File: config.mk
export PLATFORM = sky130hd
export DESIGN_NAME = dram_refresh_seq
export DESIGN_NICKNAME = d
export VERILOG_FILES = /design/src/rtl/dram_seq_pkg.sv /design/src/rtl/dram_pwrup_timer.sv /design/src/rtl/dram_rfsh_timer.sv /design/src/rtl/dram_strobe_engine.sv /design/src/rtl/dram_refresh_seq.sv
export SDC_FILE = /design/constraint.sdc
export NUM_CORES = 1
export LEC_CHECK = 0
export CORE_MARGIN = 2
export CORE_UTILIZATION = 45
export CTS_CLUSTER_SIZE = 40
export DETAILED_ROUTE_END_ITERATION = 16
export SLEW_MARGIN = 20
export SYNTH_ARGS = -nofsm -noshare
export SYNTH_HDL_FRONTEND = slang
export SYNTH_SLANG_ARGS = --single-unit
File: constraint.sdc
create_clock -name clk -period 2.8 [get_ports clk]
set_input_delay 0.84 -clock clk [delete_from_list [all_inputs] [get_ports clk]]
set_output_delay 0.84 -clock clk [all_outputs]
set_load 0.01 [all_outputs]
File: src/rtl/dram_seq_pkg.sv
package dram_seq_pkg;

  typedef enum logic [1:0] {
    PH_IDLE = 2'd0,
    PH_CSR  = 2'd1,
    PH_ACT  = 2'd2,
    PH_PRE  = 2'd3
  } phase_e;

  typedef enum logic [1:0] {
    M_DELAY = 2'd0,
    M_WAKE  = 2'd1,
    M_RUN   = 2'd2
  } mode_e;

  typedef enum logic {
    K_RAS_ONLY = 1'b0,
    K_CBR      = 1'b1
  } cyc_kind_e;

  function automatic int max3(input int a, input int b, input int c);
    int m;
    m = (a > b) ? a : b;
    return (m > c) ? m : c;
  endfunction

endpackage

File: src/rtl/dram_pwrup_timer.sv
module dram_pwrup_timer #(
  parameter int PWRUP_CYCLES = 20000
) (
  input  logic clk,
  input  logic rst_n,
  output logic expired_o
);
  localparam int DW = $clog2(PWRUP_CYCLES + 1);
  localparam logic [DW-1:0] LOAD = DW'(PWRUP_CYCLES - 1);

  logic [DW-1:0] left_q;

  always_ff @(posedge clk or negedge rst_n) begin
    if (!rst_n) begin
      left_q <= LOAD;
    end else if (left_q != '0) begin
      left_q <= left_q - 1'b1;
    end
  end

  assign expired_o = (left_q == '0);
endmodule

File: src/rtl/dram_rfsh_timer.sv
module dram_rfsh_timer #(
  parameter int REFRESH_INTERVAL = 3120
) (
  input  logic clk,
  input  logic rst_n,
  input  logic run_i,
  input  logic served_i,
  output logic due_o
);
  localparam int RW = $clog2(REFRESH_INTERVAL + 1);
  localparam logic [RW-1:0] LAST = RW'(REFRESH_INTERVAL - 1);

  logic [RW-1:0] tick_q;
  logic          due_q;
  logic          wrap;

  assign wrap = run_i && (tick_q == LAST);

  always_ff @(posedge clk or negedge rst_n) begin
    if (!rst_n) begin
      tick_q <= '0;
      due_q  <= 1'b0;
    end else begin
      if (wrap) begin
        tick_q <= '0;
      end else if (run_i) begin
        tick_q <= tick_q + 1'b1;
      end
      if (wrap) begin
        due_q <= 1'b1;
      end else if (served_i) begin
        due_q <= 1'b0;
      end
    end
  end

  assign due_o = due_q;
endmodule

File: src/rtl/dram_strobe_engine.sv
module dram_strobe_engine
  import dram_seq_pkg::*;
#(
  parameter int T_CSR = 2,
  parameter int T_RAS = 20,
  parameter int T_RP  = 18
) (
  input  logic      clk,
  input  logic      rst_n,
  input  logic      start_i,
  input  cyc_kind_e kind_i,
  output logic      idle_o,
  output logic      done_o,
  output logic      ras_n_o,
  output logic      cas_n_o,
  output logic      we_n_o
);
  localparam int TMAX = max3(T_CSR, T_RAS, T_RP);
  localparam int CW   = $clog2(TMAX + 1);
  localparam logic [CW-1:0] LD_CSR = CW'(T_CSR - 1);
  localparam logic [CW-1:0] LD_RAS = CW'(T_RAS - 1);
  localparam logic [CW-1:0] LD_RP  = CW'(T_RP - 1);

  phase_e        ph_q, ph_d;
  logic [CW-1:0] cnt_q, cnt_d;
  cyc_kind_e     kind_q, kind_d;
  logic          ras_q, cas_q, we_q;
  logic          zero;

  assign zero = (cnt_q == '0);

  always_comb begin
    ph_d   = ph_q;
    cnt_d  = cnt_q;
    kind_d = kind_q;
    unique case (ph_q)
      PH_IDLE: begin
        if (start_i) begin
          kind_d = kind_i;
          if (kind_i == K_CBR) begin
            ph_d  = PH_CSR;
            cnt_d = LD_CSR;
          end else begin
            ph_d  = PH_ACT;
            cnt_d = LD_RAS;
          end
        end
      end
      PH_CSR: begin
        if (zero) begin
          ph_d  = PH_ACT;
          cnt_d = LD_RAS;
        end else begin
          cnt_d = cnt_q - 1'b1;
        end
      end
      PH_ACT: begin
        if (zero) begin
          ph_d  = PH_PRE;
          cnt_d = LD_RP;
        end else begin
          cnt_d = cnt_q - 1'b1;
        end
      end
      PH_PRE: begin
        if (zero) begin
          ph_d = PH_IDLE;
        end else begin
          cnt_d = cnt_q - 1'b1;
        end
      end
      default: ph_d = PH_IDLE;
    endcase
  end

  always_ff @(posedge clk or negedge rst_n) begin
    if (!rst_n) begin
      ph_q   <= PH_IDLE;
      cnt_q  <= '0;
      kind_q <= K_RAS_ONLY;
      ras_q  <= 1'b1;
      cas_q  <= 1'b1;
      we_q   <= 1'b1;
    end else begin
      ph_q   <= ph_d;
      cnt_q  <= cnt_d;
      kind_q <= kind_d;
      ras_q  <= (ph_d != PH_ACT);
      cas_q  <= !((ph_d == PH_CSR) || ((ph_d == PH_ACT) && (kind_d == K_CBR)));
      // write enable is never asserted: a column-first cycle with it low selects test mode
      we_q   <= 1'b1;
    end
  end

  assign idle_o  = (ph_q == PH_IDLE);
  assign done_o  = (ph_q == PH_PRE) && zero;
  assign ras_n_o = ras_q;
  assign cas_n_o = cas_q;
  assign we_n_o  = we_q;
endmodule

File: src/rtl/dram_refresh_seq.sv
module dram_refresh_seq
  import dram_seq_pkg::*;
#(
  parameter int PWRUP_CYCLES     = 20000,
  parameter int WAKE_CYCLES      = 8,
  parameter int WAKE_CBR         = 0,
  parameter int T_CSR            = 2,
  parameter int T_RAS            = 20,
  parameter int T_RP             = 18,
  parameter int REFRESH_INTERVAL = 3120
) (
  input  logic clk,
  input  logic rst_n,
  output logic ready,
  output logic refresh_due,
  output logic refresh_busy,
  output logic ras_n,
  output logic cas_n,
  output logic we_n
);
  localparam int WW = $clog2(WAKE_CYCLES + 1);
  localparam logic [WW-1:0] WLAST = WW'(WAKE_CYCLES - 1);

  mode_e         mode_q;
  logic [WW-1:0] wakes_q;
  logic          dly_done, eng_idle, eng_done, eng_start, due;
  cyc_kind_e     wake_kind, eng_kind;

  generate
    if (WAKE_CBR != 0) begin : g_wake_cbr
      assign wake_kind = K_CBR;
    end else begin : g_wake_rasonly
      assign wake_kind = K_RAS_ONLY;
    end
  endgenerate

  dram_pwrup_timer #(.PWRUP_CYCLES(PWRUP_CYCLES)) u_pwrup (
    .clk       (clk),
    .rst_n     (rst_n),
    .expired_o (dly_done)
  );

  dram_rfsh_timer #(.REFRESH_INTERVAL(REFRESH_INTERVAL)) u_rfsh (
    .clk      (clk),
    .rst_n    (rst_n),
    .run_i    (mode_q != M_DELAY),
    .served_i ((mode_q == M_RUN) && eng_done),
    .due_o    (due)
  );

  assign eng_start = eng_idle &&
                     (((mode_q == M_WAKE) && (wakes_q < WW'(WAKE_CYCLES))) ||
                      ((mode_q == M_RUN) && due));
  assign eng_kind  = (mode_q == M_WAKE) ? wake_kind : K_CBR;

  dram_strobe_engine #(.T_CSR(T_CSR), .T_RAS(T_RAS), .T_RP(T_RP)) u_eng (
    .clk     (clk),
    .rst_n   (rst_n),
    .start_i (eng_start),
    .kind_i  (eng_kind),
    .idle_o  (eng_idle),
    .done_o  (eng_done),
    .ras_n_o (ras_n),
    .cas_n_o (cas_n),
    .we_n_o  (we_n)
  );

  always_ff @(posedge clk or negedge rst_n) begin
    if (!rst_n) begin
      mode_q  <= M_DELAY;
      wakes_q <= '0;
    end else begin
      unique case (mode_q)
        M_DELAY: if (dly_done) mode_q <= M_WAKE;
        M_WAKE: begin
          if (eng_done) begin
            wakes_q <= wakes_q + 1'b1;
            if (wakes_q == WLAST) mode_q <= M_RUN;
          end
        end
        M_RUN:   mode_q <= M_RUN;
        default: mode_q <= M_DELAY;
      endcase
    end
  end

  assign ready        = (mode_q == M_RUN);
  assign refresh_due  = due;
  assign refresh_busy = (mode_q != M_RUN) || !eng_idle || due;
endmodule

==> results by group <==
Clock network
  – Hold_buf cts: 0
  – Clk_lat worst skew: about 300 ps
  – Max Root-Sink Buffers: 2
  – Total CTS buffers: 5
  – CTS H-tree lvls: 2
  – Worst-path clk slew: 80 ps
  – Clk sinks: 44
  – Clock Root Buffer: clkbuf_8
  – Post-CTS Setup Bufs: 0
  – Post-CTS Resized: 0
  – TritonCTS clock tree: yes

STA
  – Final hold slack: 489 ps
  – Final hold vios: 0
  – Final Cycle Share: 0.896
  – Least-Margin Pin Slew: between 800 and 900 ps
  – Clk_skew: between 10 and 15 ps
  – Tmin final: 2510 ps
  – Fmax: between 0.3 and 0.4 GHz
  – Final setup vio count: 0
  – Slew HR: 0.455
  – Setup TNS: 0 ps
  – RSZ-0062 raised after global routing: no
  – Slew Viols, Final: 0

Worst hold path
  – HP Start: u_pwrup.left_q[6]$_DFFE_PN0N_
  – Worst Hold Depth: 2
  – WHS Endpoint: u_pwrup.left_q[6]$_DFFE_PN0N_
  – Worst hold path type: register to register

Final layout
  – Layout cells sized above 1: 0.147
  – Area Growth Syn to Fin: 10.4%
  – Finished Layout Cells: around 300
  – Nets: between 200 and 250
  – Most common cell after layout, fill and taps aside: dfrtp_1
  – Diodes inserted: 0
  – Util after Layout: 0.522
  – Most frequent cells in the layout: dfrtp_1, nand2_1, nor2_1, xnor2_1, a21oi_1

Worst setup path
  – R2R Setup Slk: roughly 450 ps
  – Buffers & Inverters on Critical Path: 1
  – R2R depth: 6
  – Crit path cell chain: nor2_1 > nand3b_1 > clkdlybuf4s50_1
  – R2R Path Start: u_eng.cnt_q[0]$_DFFE_PN0P_
  – Crit-path max FO: 15
  – Slowest stage cell, crit path: dfrtp_1
  – Kind of end point of the critical path: output port
  – Worst EP arrival: roughly 1700 ps
  – Largest stage delay, worst path: ~600 ps
  – CP Class: register to output port
  – CP top delay family: flip-flops
  – Crit path launch type: register
  – Critical path data required time: just under 2000 ps
  – Crit Reg-Reg Endpoint: mode_q[1]$_DFFE_PN0P_

Global routing
  – Aggregate global routing overflow: 0
  – Initial antenna violation count: 0
  – Total GRT Usage: 0.163
  – Number of global-route vias before repair: approximately 1600
  – Largest net degree at the start of global routing: 38
  – First-pass GRT wire length: around 7.0 mm

Die
  – Num rows: 25
  – I/O Pins: 8
  – Die Span Y: roughly 75 um
  – Die ar.: around 5600 um^2
  – Initial Util: 0.473
  – Die X: about 75 um
  – Core ar.: approximately 4800 um^2

Route
  – DRC Markers: 0
  – WL met1: 1.85 mm
  – Via Count: 1600
  – Initial DRC Count: 83
  – Antenna Nets Post-Route: 0
  – Met3 wire length: a little over 100 um
  – Routed len/inst: between 10 and 15 um
  – Wire length on met2: 1.98 mm
  – Via density: approximately 5.4
  – Final wirelength: between 3 and 4 mm
  – Max Used Layer: met4
  – First drt pass iteration count: 4

Synth
  – Synthesized cell area: roughly 2300 um^2
  – Syn Nets: about 230
  – Mapped Cells: roughly 220
  – Number of flops mapped to enable cells by yosys: 0
  – FFs w/ async S/R, synth: 1.00
  – Yosys warns: 0
  – Main flop type after synthesis: dfrtp_1
  – Mean Syn Cell Area: between 10 and 15 um^2
  – Flop and latch count out of synthesis: 44
  – Sequential area share after synthesis: 0.493
  – Library cells used by synthesis: 48

Pwr
  – Worst IR Drop VDD: ~0.00022 V
  – Pwr Density: just over 400 nW/um^2
  – Overall Power: just over 1 mW
  – P_leak: between 1 and 1.5 nW

Place
  – Final GP Congestion: approximately 0.82
  – Placed Instances: slightly below 300
  – Count of input and output buffers: 6
  – Dpl hpwl: 2.93 mm

Run
  – Max cap viols: 0

Status
  – Status: complete, no violations
-- power by group --
part,internal [mW],total [mW],switching (mW)
Combinational,0.00229,0.0152,0.0129
Clock,0.175,0.380,0.205
Sequential,0.636,0.636,0
-- how the worst max path moves through the flow --
stage,slack [ps],endpoint,depth (start not counted),start
6_report,290,refresh_busy,3,u_eng.ph_q[0]$_DFF_PN0_
5_1_grt,190,refresh_busy,3,u_eng.ph_q[0]$_DFF_PN0_
4_1_cts,310,refresh_busy,3,u_eng.ph_q[0]$_DFF_PN0_
3_5_place_dp,490,mode_q[1]$_DFFE_PN0P_,6,u_eng.cnt_q[0]$_DFFE_PN0P_
3_3_place_gp,560,mode_q[1]$_DFFE_PN0P_,6,u_eng.cnt_q[0]$_DFFE_PN0P_
2_1_floorplan,670,mode_q[1]$_DFFE_PN0P_,7,u_eng.cnt_q[0]$_DFFE_PN0P_
-- cell usage after synthesis, drive strengths merged (5+ instances only) --
cell type,count,area (um^2)
a21oi,12,60.1
clkbuf,5,18.8
dfrtp,33,826
dfstp,11,289
ha,8,100
inv,10,37.5
mux2,6,71.3
nand2,23,86.3
nand3,10,50.1
nand4,5,31.3
nor2,15,56.3
nor3,7,35.0
o21ai,8,43.8
xnor2,14,123
xor2,7,61.3
-- logic make-up (layout without fill, tap and decap cells) --
group / after synthesis / count (layout) / synth area share
fa+ha+maj: 8 / 8 / 0.0442
flops: 44 / 44 / 0.493
other cells: 1 / 1 / 0.00166
simple gates: 83 / 83 / 0.198
compound gates: 34 / 34 / 0.104
xor+xnor: 21 / 21 / 0.0813
buf+inv: 17 / 31 / 0.0332
mux: 9 / 9 / 0.0448
-- worst reg2reg max path: cells and delay by family (launching register included) --
family / cells / cell delay, ps
AOI/OAI and AO/OA: 2 / 550
buffers and inverters: 1 / 100
adders and majority gates: 1 / 230
DFF: 1 / 410
muxes: 1 / 300
and+or+nand+nor: 1 / 640
-- state kept, by name, indices dropped and copies added (netlist names) --
register / cells
u_eng.ras_n_o: 1
wakes_q: 4
u_pwrup.left_q: 15
u_eng.cnt_q: 5
u_rfsh.due_o: 1
u_eng.ph_q: 2
mode_q: 2
u_rfsh.tick_q: 12
u_eng.cas_n_o: 1
u_eng.kind_q: 1
-- per-stage QoR --
stage	setup WS, ps	instance area [um^2]
6_report	291	2500
3_5_place_dp	489	2420
2_1_floorplan	672	2260
5_1_grt	194	2500
4_1_cts	308	2500
3_3_place_gp	555	2420
-- area by class of cell --
type / instances / area (um^2)
Inverter: 10 / 37.5
Tap cell: 67 / 83.8
Fill cell: 433 / 2290
Multi-Input combinational cell: 156 / 1070
Clock inverter: 1 / 5.00
Clock buffer: 7 / 76.3
Timing Repair Buffer: 13 / 108
Sequential cell: 44 / 1110
-- metal layers --
metal | global-route usage | vias up
met5 | 0 | -
li1 | - | 782
met2 | 0.279 | 18
met1 | 0.206 | 795
met3 | 0.0388 | 5
met4 | 0.0496 | 0
No activity file was read; power rests on OpenSTA's default activity.
